--- src/rtl/uart_rx_pkg.sv ---
package uart_rx_pkg;

  typedef enum logic [2:0] {
    ST_IDLE,
    ST_START,
    ST_DATA,
    ST_PAR,
    ST_STOP,
    ST_HOLD
  } rx_state_e;

  function automatic logic maj3(input logic a, input logic b, input logic c);
    return (a & b) | (a & c) | (b & c);
  endfunction

endpackage

--- src/rtl/uart_rx_tick.sv ---
module uart_rx_tick #(
  parameter int DIV_W = 16
) (
  input  logic             clk,
  input  logic             rst,
  input  logic [DIV_W-1:0] divisor,
  output logic             tick
);
  logic [DIV_W-1:0] cnt;
  logic [DIV_W:0]   cnt_inc;

  assign cnt_inc = {1'b0, cnt} + {{DIV_W{1'b0}}, 1'b1};

  always_ff @(posedge clk) begin
    if (rst) begin
      cnt  <= '0;
      tick <= 1'b0;
    end else if (cnt_inc >= {1'b0, divisor}) begin
      cnt  <= '0;
      tick <= 1'b1;
    end else begin
      cnt  <= cnt_inc[DIV_W-1:0];
      tick <= 1'b0;
    end
  end
endmodule

--- src/rtl/uart_rx_sync.sv ---
module uart_rx_sync #(
  parameter int STAGES = 2
) (
  input  logic clk,
  input  logic rst,
  input  logic loop_en,
  input  logic serial_in,
  input  logic loop_tx,
  output logic line
);
  logic             raw;
  logic [STAGES-1:0] chain;

  assign raw = loop_en ? loop_tx : serial_in;

  always_ff @(posedge clk) begin
    if (rst) chain[0] <= 1'b1;
    else     chain[0] <= raw;
  end

  for (genvar g = 1; g < STAGES; g++) begin : g_stage
    always_ff @(posedge clk) begin
      if (rst) chain[g] <= 1'b1;
      else     chain[g] <= chain[g-1];
    end
  end

  assign line = chain[STAGES-1];
endmodule

--- src/rtl/uart_rx_voter.sv ---
module uart_rx_voter
  import uart_rx_pkg::*;
#(
  parameter int OS   = 16,
  parameter int PH_W = $clog2(OS)
) (
  input  logic            clk,
  input  logic            rst,
  input  logic            tick,
  input  logic            line,
  input  logic [PH_W-1:0] phase,
  output logic            vote
);
  localparam logic [PH_W-1:0] PH_EARLY = PH_W'(OS / 2 - 1);
  localparam logic [PH_W-1:0] PH_MID   = PH_W'(OS / 2);

  logic s_early, s_mid;

  always_ff @(posedge clk) begin
    if (rst) begin
      s_early <= 1'b1;
      s_mid   <= 1'b1;
    end else if (tick) begin
      if (phase == PH_EARLY) s_early <= line;
      if (phase == PH_MID)   s_mid   <= line;
    end
  end

  assign vote = maj3(s_early, s_mid, line);
endmodule

--- src/rtl/uart_rx_fsm.sv ---
module uart_rx_fsm
  import uart_rx_pkg::*;
#(
  parameter int OS     = 16,
  parameter int PH_W   = $clog2(OS),
  parameter int DATA_W = 8
) (
  input  logic              clk,
  input  logic              rst,
  input  logic              tick,
  input  logic              line,
  input  logic              vote,
  input  logic [1:0]        char_len,
  input  logic [1:0]        par_mode,
  input  logic              stop_two,
  output logic [PH_W-1:0]   phase,
  output logic [DATA_W-1:0] rx_data,
  output logic              rx_valid,
  output logic              parity_err,
  output logic              frame_err,
  output logic              break_det
);
  localparam int              IDX_W   = $clog2(DATA_W);
  localparam logic [PH_W-1:0] PH_MID  = PH_W'(OS / 2);
  localparam logic [PH_W-1:0] PH_LATE = PH_W'(OS / 2 + 1);
  localparam logic [PH_W-1:0] PH_LAST = PH_W'(OS - 1);

  rx_state_e         state;
  logic [IDX_W-1:0]  bit_idx;
  logic              stop_idx;
  logic [DATA_W-1:0] shreg;
  logic              par_bit;
  logic              all_zero;
  logic              ferr_acc;
  logic [1:0]        len_q;
  logic [1:0]        pmode_q;
  logic              stop2_q;

  logic [IDX_W-1:0]  last_idx;
  logic [PH_W-1:0]   ph_next;
  logic              exp_par;
  logic              brk_now;

  assign last_idx = IDX_W'(DATA_W - 4) + IDX_W'(len_q);
  assign ph_next  = (phase == PH_LAST) ? '0 : phase + 1'b1;
  assign exp_par  = pmode_q[1] ? (^shreg) : ~(^shreg);
  assign brk_now  = all_zero & ~vote;

  always_ff @(posedge clk) begin
    if (rst) begin
      state      <= ST_IDLE;
      phase      <= '0;
      bit_idx    <= '0;
      stop_idx   <= 1'b0;
      shreg      <= '0;
      par_bit    <= 1'b0;
      all_zero   <= 1'b0;
      ferr_acc   <= 1'b0;
      len_q      <= '0;
      pmode_q    <= '0;
      stop2_q    <= 1'b0;
      rx_data    <= '0;
      rx_valid   <= 1'b0;
      parity_err <= 1'b0;
      frame_err  <= 1'b0;
      break_det  <= 1'b0;
    end else begin
      rx_valid <= 1'b0;
      if (state == ST_HOLD) begin
        if (line) state <= ST_IDLE;
      end else if (tick) begin
        unique case (state)
          ST_IDLE: begin
            if (!line) begin
              state    <= ST_START;
              phase    <= PH_W'(1);
              bit_idx  <= '0;
              stop_idx <= 1'b0;
              shreg    <= '0;
              par_bit  <= 1'b0;
              all_zero <= 1'b1;
              ferr_acc <= 1'b0;
              len_q    <= char_len;
              pmode_q  <= par_mode;
              stop2_q  <= stop_two;
            end
          end
          ST_START: begin
            phase <= ph_next;
            if (phase == PH_MID && line) begin
              state <= ST_IDLE;
              phase <= '0;
            end else if (phase == PH_LAST) begin
              state <= ST_DATA;
            end
          end
          ST_DATA: begin
            phase <= ph_next;
            if (phase == PH_LATE) begin
              shreg[bit_idx] <= vote;
              all_zero       <= brk_now;
            end
            if (phase == PH_LAST) begin
              if (bit_idx == last_idx) state <= pmode_q[0] ? ST_PAR : ST_STOP;
              else bit_idx <= bit_idx + 1'b1;
            end
          end
          ST_PAR: begin
            phase <= ph_next;
            if (phase == PH_LATE) begin
              par_bit  <= vote;
              all_zero <= brk_now;
            end
            if (phase == PH_LAST) state <= ST_STOP;
          end
          ST_STOP: begin
            phase <= ph_next;
            if (phase == PH_LATE) begin
              if (stop_idx == stop2_q) begin
                rx_valid   <= 1'b1;
                rx_data    <= shreg;
                parity_err <= pmode_q[0] & (par_bit != exp_par);
                frame_err  <= ferr_acc | ~vote;
                break_det  <= brk_now;
                state      <= brk_now ? ST_HOLD : ST_IDLE;
                phase      <= '0;
              end else begin
                ferr_acc <= ferr_acc | ~vote;
                all_zero <= brk_now;
              end
            end
            if (phase == PH_LAST) stop_idx <= 1'b1;
          end
          default: state <= ST_IDLE;
        endcase
      end
    end
  end
endmodule

--- src/rtl/uart_rx_vote.sv ---
module uart_rx_vote #(
  parameter int DIV_W       = 16,
  parameter int OS          = 16,
  parameter int SYNC_STAGES = 2,
  parameter int DATA_W      = 8
) (
  input  logic              clk,
  input  logic              rst,
  input  logic [DIV_W-1:0]  divisor,
  input  logic [1:0]        char_len,
  input  logic [1:0]        par_mode,
  input  logic              stop_two,
  input  logic              loop_en,
  input  logic              serial_in,
  input  logic              loop_tx,
  output logic [DATA_W-1:0] rx_data,
  output logic              rx_valid,
  output logic              parity_err,
  output logic              frame_err,
  output logic              break_det
);
  localparam int PH_W = $clog2(OS);

  logic            tick;
  logic            line;
  logic            vote;
  logic [PH_W-1:0] phase;

  uart_rx_tick #(.DIV_W(DIV_W)) u_tick (
    .clk(clk), .rst(rst), .divisor(divisor), .tick(tick)
  );

  uart_rx_sync #(.STAGES(SYNC_STAGES)) u_sync (
    .clk(clk), .rst(rst), .loop_en(loop_en), .serial_in(serial_in),
    .loop_tx(loop_tx), .line(line)
  );

  uart_rx_voter #(.OS(OS), .PH_W(PH_W)) u_voter (
    .clk(clk), .rst(rst), .tick(tick), .line(line), .phase(phase), .vote(vote)
  );

  uart_rx_fsm #(.OS(OS), .PH_W(PH_W), .DATA_W(DATA_W)) u_fsm (
    .clk(clk), .rst(rst), .tick(tick), .line(line), .vote(vote),
    .char_len(char_len), .par_mode(par_mode), .stop_two(stop_two),
    .phase(phase), .rx_data(rx_data), .rx_valid(rx_valid),
    .parity_err(parity_err), .frame_err(frame_err), .break_det(break_det)
  );
endmodule

--- config.mk ---
export PLATFORM = sky130hd
export DESIGN_NAME = uart_rx_vote
export DESIGN_NICKNAME = d
export VERILOG_FILES = /design/src/rtl/uart_rx_pkg.sv /design/src/rtl/uart_rx_tick.sv /design/src/rtl/uart_rx_sync.sv /design/src/rtl/uart_rx_voter.sv /design/src/rtl/uart_rx_fsm.sv /design/src/rtl/uart_rx_vote.sv
export SDC_FILE = /design/constraint.sdc
export NUM_CORES = 1
export LEC_CHECK = 0
export ABC_AREA = 1
export BUFFER_PORTS_ARGS = -buffer_cell sky130_fd_sc_hd__buf_2
export CORE_ASPECT_RATIO = 0.9
export CORE_MARGIN = 10
export CORE_UTILIZATION = 50
export CTS_CLUSTER_SIZE = 8
export DETAILED_ROUTE_END_ITERATION = 10
export PLACE_DENSITY = 0.72
export SYNTH_ARGS = -nofsm -noshare
export SYNTH_HDL_FRONTEND = slang
export SYNTH_SLANG_ARGS = --single-unit
--- constraint.sdc ---
create_clock -name clk -period 3 [get_ports clk]
set_clock_uncertainty 0.15 [all_clocks]
set_input_delay 0.45 -clock clk [delete_from_list [all_inputs] [get_ports clk]]
set_output_delay 0.45 -clock clk [all_outputs]
set_load 0.05 [all_outputs]
## Word level (Yosys, flattened, before mapping)

Index checks and enable logic that the tools add are counted.

- Add/sub/neg operators: 4
- Multipliers: 0
- Divide/modulo/power cells: 0
- Reductions and logical operators: 25
- Mux-type cells: 47
- $lt $le $gt $ge: 3
- Bitwise gates (word level): 15
- Equal/unequal tests: 29
- Shift-type cells: 0

Operators by type and width:

| operator | count |
|---|---|
| 2-to-1 mux 3 bit | 16 |
| 2-to-1 mux 4 bit | 5 |
| AND reduction 5 bit | 4 |
| adder 16 x 1 -> 17 bit (second input constant) | 1 |
| greater-or-equal comparator 17 x 16 -> 1 bit | 1 |
| 2-to-1 mux 8 bit | 2 |
| case mux 4 bit (4 select lines) | 1 |
| case mux 8 bit (2 select lines) | 1 |
| inequality test 3 x 1 -> 1 bit (second input constant) | 5 |
| case mux 3 bit (5 select lines) | 1 |
| 2-to-1 mux 1 bit | 14 |
| == test 4 bit (second input constant) | 3 |
| inequality test 2 x 1 -> 1 bit (second input constant) | 6 |
| AND reduction 6 bit | 2 |
| AND reduction 9 bit | 1 |
| bitwise mux 8 bit | 1 |
| inequality test 2 bit (second input constant) | 4 |
| AND reduction 4 bit | 2 |
| nonzero test 2 bit | 4 |
| XOR reduction 8 bit | 1 |
| inverter 1 bit | 7 |
| AND reduction 7 bit | 1 |
| == test 3 x 2 -> 1 bit (second input constant) | 2 |
| == test 3 bit (second input constant) | 2 |
| 25 further kinds | 36 |

- Latch bits: 0
- Memory bits (writable): 0
- Input port bits: 26
- Memories kept: 0
- Memory bits (read-only): 0
- Word-level logic and storage cells: 145
- Output and inout bits: 12
- Register bits after elaboration: 60

## Logic depth before layout (Yosys ltp)

Gate-level depths: netlist of the first run.

- Word-level depth: 11
- Gate-level depth with buffers: 20
- Depth with buffers taken out: 20

## Cells and area by module

A second synthesis of the first run with hierarchy kept.

- Cell total of the unflattened synthesis: 540
- Area, all modules: 3649.8 um2

By module, submodules not included:

| module | instances | cells each | area an instance (um2) | seq. area each (um2) |
|---|---|---|---|---|
| uart_rx_fsm | 1 | 322 | 2158.3 | 780.7 |
| uart_rx_tick | 1 | 191 | 1305.0 | 340.3 |
| uart_rx_voter | 1 | 19 | 120.1 | 40.0 |
| uart_rx_sync | 1 | 8 | 66.3 | 40.0 |

## Worst setup path after synthesis of the first run

Ideal clock, no wire load.

- Path type: register to register
- Start point: reg u_tick.cnt[0]
- End point: reg u_tick.cnt[6]
- Required time: 2731 ps
- Path buffers: 1
- Stages on the path, launching flop included: 19
- Path slack: 82 ps
- Arrival: 2649 ps
- Period minus slack after synthesis: 2918 ps
- Library setup time: 119 ps
- Cells stage by stage: dfxtp_1 > ha_1 > nand2_2 > inv_2 > nand2_2 > nor2_2 > inv_1 > nor2_1 > nand2_1 > nor2_1 > xor2_1 > inv_1 > ha_1 > nand4_1 > nor4_1 > nand2_1 > nand4_4 > buf_6 > nor2_2

- Cells in the longest elaborated chain, start to end: 3

RTL lines:

| element | RTL line | text |
|---|---|---|
| start: declaration | uart_rx_tick.sv:9 | `logic [DIV_W-1:0] cnt;` |
| start signal: assignment | uart_rx_tick.sv:22 | `cnt <= cnt_inc[DIV_W-1:0];` |
| adder 16 x 1 -> 17 bit | uart_rx_tick.sv:12 | `assign cnt_inc = {1'b0, cnt} + {{DIV_W{1'b0}}, 1'b1};` |
| net u_tick.cnt_inc[14] | uart_rx_tick.sv:10 | `logic [DIV_W:0] cnt_inc;` |
| greater-or-equal comparator 17 x 16 -> 1 bit | uart_rx_tick.sv:18 | `end else if (cnt_inc >= {1'b0, divisor}) begin` |
| OR reduction 2 bit (no line) | n/a |  |

The timed path passes the listed nets, and every way through them passes these cells.
A chain may end at the register's enable or synchronous reset.

## Final worst setup path of the first run

- Start point: reg u_tick.cnt[1]
- End point: reg u_tick.cnt[5]

The elaborated chain is that of the path after synthesis.

==> flow_summary.toml, run 1 <==
[layout]
fillers = 604
final_cell_mix = "nand2_1 (91), inv_1 (79), nor2_1 (62)"
nets = 607
area_growth_pct = 21.39
drive_gt1_share_pct = 21.24
final_area_um2 = 4233
instances_no_fill = 655
final_common_cell = "nand2_1"
antenna_cells = 0

[synth]
syn_nets = 552
syn_area_per_cell_um2 = 6.905
ys_seq_area_share_pct = 34.45
synth_area_um2 = 3487
ys_types = 36
synth-seq-cells = 60
synth_cells = 505
yosys_warnings = 0

[setup_path]
end_kind = "flip-flop"
start_kind = "flip-flop"
path_class = "reg -> reg"
critPathMaxFanout = 8
required_ns = 3.09
rrSetupSlack_ns = 0.02
reg2reg_depth = 18
cp.arrival_ns = 3.07

[flow_run]
max_cap_violations = 0

[timing]
timing.final.crit_share_pct = 99.34
max_freq_ghz = 0.3355
slew_headroom_pct = 50.50
rsz0062_at_grt = "true"
worst_pin_slew_ns = 0.7417
slew_viol_final = 0
min_period_ns = 2.980
setup_ws_ns = 0.01973
hold_slack_ns = 0.1549
finalSetupViolCount = 0
finalHoldViolCount = 0

[global_route]
globalRouteOverflowTotal = 0
grt_max_degree = 24
grt_pass1_vias = 3080
grt_use_total_pct = 15.10
antenna_found_initial = 0
grt_pass1_wl_um = 13500

[clock_network]
clk_latency_ns = 0.34
ctsHoldBuffers = 0
clk_pin_slew_ns = 0.07
htreeDepth = 3
cts_num_sinks = 60
cts-root-buf = "clkbuf_8"
cts_tree = "built"
cts_buffers = 9
clockBufferDepth = 2

[drt]
drc = 0
routed_via_density = 5.099
dr.pass1.iters = 7
ant_nets = 0
vias = 3340
drt_wl_total_um = 8545
wl_per_cell_um = 13.05
drt_iter0_markers = 177

[power_and_ir_drop]
power.leakage_nw = 2.019
ir_worst_vdd_uv = 382.1
p_per_area_nw_per_um2 = 400.9

[placed_design]
dpl.hpwl_um = 6043
placed_area_um2 = 3800
gp_congestion = 0.8973
placed_cells = 629
port_buffers = 37
dpl_worst_slack_ns = -0.06670

[floorplanning]
ios = 38
fp.dieH_um = 99.23
fp.coreArea_um2 = 6691
initial_core_util_pct = 52.11
die_w_um = 108.0
rows = 28
die_area_um2 = 10720

[hold_path]
hold_depth = 2
hold_path.class = "in -> reg"

[run_status]
status = "completed"
==> synth_stat cells <==
library cell | count | area, µm²
o21a_1 | 2 | 15.01
dfxtp_1 | 60 | 1201
nand4_1 | 14 | 87.58
nand2_1 | 92 | 345.3
nand4_2 | 1 | 12.51
or3b_1 | 1 | 8.760
nor2_2 | 17 | 106.4
nand3_1 | 18 | 90.09
o21ai_1 | 1 | 5.000
o21bai_1 | 2 | 15.01
buf_2 | 1 | 5.000
o21ai_0 | 37 | 185.2
o211ai_1 | 2 | 15.01
nor3_1 | 8 | 40.04
nor4_1 | 2 | 12.51
nand3b_1 | 1 | 7.510
o31ai_1 | 1 | 7.510
or2_2 | 5 | 31.28
nor2_1 | 65 | 244.0
ha_1 | 21 | 262.8
clkbuf_1 | 6 | 22.52
nor2_4 | 1 | 11.26
nand4_4 | 2 | 42.54
buf_6 | 1 | 11.26
xnor2_1 | 5 | 43.79
xor2_1 | 10 | 87.58
inv_2 | 3 | 11.26
a31oi_1 | 1 | 6.260
nor3_4 | 1 | 16.27
nand3_2 | 1 | 10.01
buf_1 | 1 | 3.750
a31o_2 | 1 | 8.760
a21oi_1 | 36 | 180.2
nand2_2 | 4 | 25.02
o32ai_1 | 1 | 8.760
inv_1 | 80 | 300.3
==> layer usage <==
metal	wire length, µm	vias to the layer above	track usage [%]
met3	404	6	4.581
met4	50	0	4.415
met5	0	-	0
met1	4014	1521	19.57
li1	-	1732	-
met2	4076	81	23.47
==> sequential cells by signal, summed over array words and instances, names as in the netlist, 2 cells and up <==
signal,count
u_fsm.bit_idx,3
u_fsm.len_q,2
u_fsm.phase,4
u_fsm.pmode_q,2
u_fsm.rx_data,8
u_fsm.shreg,8
u_fsm.state,3
u_tick.cnt,16
==> timing repair <==
item	in CTS	in global routing
pin swaps	1	16
setup endpoints to repair	16	17
gates resized for setup	2	22
cloned	0	1
setup buffers	1	8
==> logic make-up after synthesis <==
| kind of cell | share of synthesized area (%) |
|---|---|
| buffers and inverters | 10.15 |
| adders and majority gates | 7.535 |
| AOI/OAI and AO/OA | 12.81 |
| DFF | 34.45 |
| and+or+nand+nor | 31.29 |
| xor gates and xnor gates | 3.767 |
==> cell type report <==
cell class,instances,area [µm²],share of cell area [%]
clock inverters,6,88.84,2.099
flip-flops and latches,60,1204,28.44
inverters,83,311.5,7.360
clock buffers,10,127.6,3.015
multi-input cells,353,2053,48.51
repair buffers,53,335.3,7.922
well taps,90,112.6,2.660
==> path summary, 6_finish.rpt <==
check	from	endpoint
worst min-delay path	loop_en	u_sync.chain[0]
worst min register to register	u_sync.chain[0]	u_sync.line
worst max register to register	u_tick.cnt[1]	u_tick.cnt[5]
worst max-delay path	u_tick.cnt[1]	u_tick.cnt[5]
==> per-stage QoR <==
step / power [mW] / TNS (ns) / util [%]
finish: 1.697 / 0 / 63.26
global route: 1.753 / -2.261 / 63.26
CTS: 1.695 / 0 / 60.27
detailed placement: 0.9112 / -0.8141 / 56.79
global placement: 0.9085 / 0 / 56.79
floorplan: 0.8767 / 0 / -
==> critical path: stages (launching register included) <==
cell and delay [ns]:
dfxtp_2 0.36, ha_4 0.14, nand2_2 0.06, inv_2 0.09, nand2_4 0.06, nor2_4 0.10, inv_2 0.06, nor2_4 0.15
nand2_2 0.09, nor2_2 0.13, xor2_1 0.19, inv_1 0.10, ha_4 0.28, nand4_1 0.12, nor4_2 0.30, nand2_1 0.15
nand4_4 0.12, clkbuf_16 0.19, nor2_1 0.04
==> power by group <==
group	switching, mW	internal (mW)
logic	0.0547	0.0453
clock network	0.323	0.467
registers	0.00517	0.802
No activity file was read; power rests on OpenSTA's default activity.
==> inputs of run 2 (changes only) <==
--- a/config.mk
+++ b/config.mk
@@ -6,13 +6,14 @@
 export NUM_CORES = 1
 export LEC_CHECK = 0
 export ABC_AREA = 1
-export BUFFER_PORTS_ARGS = -buffer_cell sky130_fd_sc_hd__buf_2
 export CORE_ASPECT_RATIO = 0.9
 export CORE_MARGIN = 10
 export CORE_UTILIZATION = 50
+export CTS_CLUSTER_DIAMETER = 100
 export CTS_CLUSTER_SIZE = 8
 export DETAILED_ROUTE_END_ITERATION = 10
-export PLACE_DENSITY = 0.72
+export DONT_BUFFER_PORTS = 1
+export PLACE_DENSITY = 0.68
 export SYNTH_ARGS = -nofsm -noshare
 export SYNTH_HDL_FRONTEND = slang
 export SYNTH_SLANG_ARGS = --single-unit
==> flow_summary.toml, run 2 (same netlist as run 1, synthesis figures left out) <==
[drt]
routed_via_density = 5.105
drt_iter0_markers = 136
dr.pass1.iters = 4
drc = 0
drt_wl_total_um = 7836
ant_nets = 0
vias = 3124
wl_per_cell_um = 12.80

[placed_design]
placed_area_um2 = 3572
dpl.hpwl_um = 5913
dpl_worst_slack_ns = -0.09324
port_buffers = 0
gp_congestion = 0.8760

[setup_path]
crit_chain = "ha_4 -> nand2_2 -> inv_2 -> nand2_2 -> nor2_4 -> inv_2 -> nor2_4 -> nand2_2 -> nor2_2 -> xor2_1 -> inv_1 -> ha_4 -> a21oi_2 -> o211ai_1 -> inv_1 -> nand2_2 -> nor2_4 -> nand4_4 -> clkbuf_16 -> nor2_1"
critPathMaxFanout = 8
required_ns = 3.12
path_class = "reg -> reg"
cp_common_cell = "nand2_2"
cp_slowest_cell = "dfxtp_2"
cpPeakStageDelay_ns = 0.35
cp.arrival_ns = 3.04
start_kind = "flip-flop"
end_kind = "flip-flop"

[timing]
tns_ns = 0
timing.final.crit_share_pct = 97.25
setup_ws_ns = 0.08239
min_period_ns = 2.918
slew_headroom_pct = 50.49
finalSetupViolCount = 0
slew_viol_final = 0
worst_pin_slew_ns = 0.7419
finalHoldViolCount = 0
max_freq_ghz = 0.3427

[power_and_ir_drop]
p_per_area_nw_per_um2 = 405.9
ir_worst_vdd_uv = 279.9
internal-power_mw = 1.262
combPwrFrac_pct = 4.9
p_switching_mw = 0.3561
finalPower_mw = 1.618
power.leakage_nw = 1.813
p_seq_share_pct = 49.9
p_sw_share_pct = 22.01
clkPwrFrac_pct = 45.2

[clock_network]
cts-root-buf = "clkbuf_8"
clockBufferDepth = 2
ctsHoldBuffers = 0
cts_num_sinks = 60
cts_buffers = 9
htreeDepth = 3
clk_pin_slew_ns = 0.07
clk_latency_ns = 0.34
cts_tree = "built"

[global_route]
grt_max_degree = 24
grt_pass1_wl_um = 13320
grt_pass1_vias = 2967
antenna_found_initial = 1
grt_use_total_pct = 14.96
globalRouteOverflowTotal = 0

[layout]
largest_reg_flops = 16
final_area_um2 = 3986
largestRegisters = "u_tick.cnt x16, u_fsm.rx_data x8, u_fsm.shreg x8"
multiInputGateArea_um2 = 2056
final_cell_mix = "nand2_1 (89), inv_1 (78), nor2_1 (58), dfxtp_1 (58), o21ai_0 (37)"
regArea_um2 = 1204
final_common_cell = "nand2_1"
area_growth_pct = 14.32
nets = 563
fillers = 644
regMostFlops = "u_tick.cnt"
drive_gt1_share_pct = 15.55

[hold_path]
hold_path.class = "in -> reg"

[floorplanning]
ios = 38
die_w_um = 108.0
initial_core_util_pct = 52.11
rows = 28
die_area_um2 = 10720
fp.coreArea_um2 = 6691
fp.dieH_um = 99.23

[flow_run]
max_cap_violations = 0

[run_status]
status = "completed"
[run 2: cell type report]
type                       count  share of cell area [%]
antenna                        1                 0.06277
clock buffer                  12                   3.892
clock inverter                 4                   1.193
inverter                      83                   7.815
multi-input combinational    353                   51.57
sequential                    60                   30.19
tap                           90                   2.825
timing repair buffer           9                   2.448
[run 2: power by group through the flow]
stage	sequential [mW]	clock [mW]	combinational [mW]
2_1_floorplan	0.823	0	0.0538
3_3_place_gp	0.823	0	0.0619
3_5_place_dp	0.823	0	0.0641
4_1_cts	0.805	0.750	0.0677
5_1_grt	0.807	0.790	0.0904
6_report	0.807	0.732	0.0794
[run 2: repair_timing]
item | CTS | global route
gates resized for setup | 0 | 29
cloned | 0 | 1
endpoints found under the setup margin | 16 | 17
setup buffers | 2 | 4
pin swaps | 1 | 13
[run 2: stage by stage]
stage               hold slack, ns  std cells  util (%)
global placement            0.2428        588     53.38
global route              0.009745        612     59.57
floorplan                   0.2395        505         -
detailed placement          0.2491        588     53.38
finish                     0.03465        612     59.57
CTS                        0.01487        606     56.83
[run 2: worst max-delay path: cells and delay by family (launching register included)]
kind | cells | cell delay (ns)
AND/OR/NAND/NOR | 10 | 1.03
XOR/XNOR | 1 | 0.21
flip-flops | 1 | 0.35
AO/OA/AOI/OAI | 2 | 0.20
buffers and inverters | 5 | 0.56
adder cells (fa/ha/maj) | 2 | 0.37
[run 2: metal layers]
metal / routed length (µm) / vias up / GRT usage, %
met5: 0 / - / 0
met4: 31 / 0 / 4.312
met3: 355 / 4 / 4.839
met2: 3846 / 54 / 24.17
met1: 3603 / 1422 / 18.52
li1: - / 1644 / -
[run 2: final timing paths]
path,from,cells past startpoint,slack (ns),to
worst max-delay path,u_tick.cnt[0],20,0.08,u_tick.cnt[1]
worst min-delay path,rst,1,0.03,u_fsm.phase[3]
worst max register to register,u_tick.cnt[0],20,0.08,u_tick.cnt[1]
worst min register to register,u_sync.chain[0],1,0.26,u_sync.line
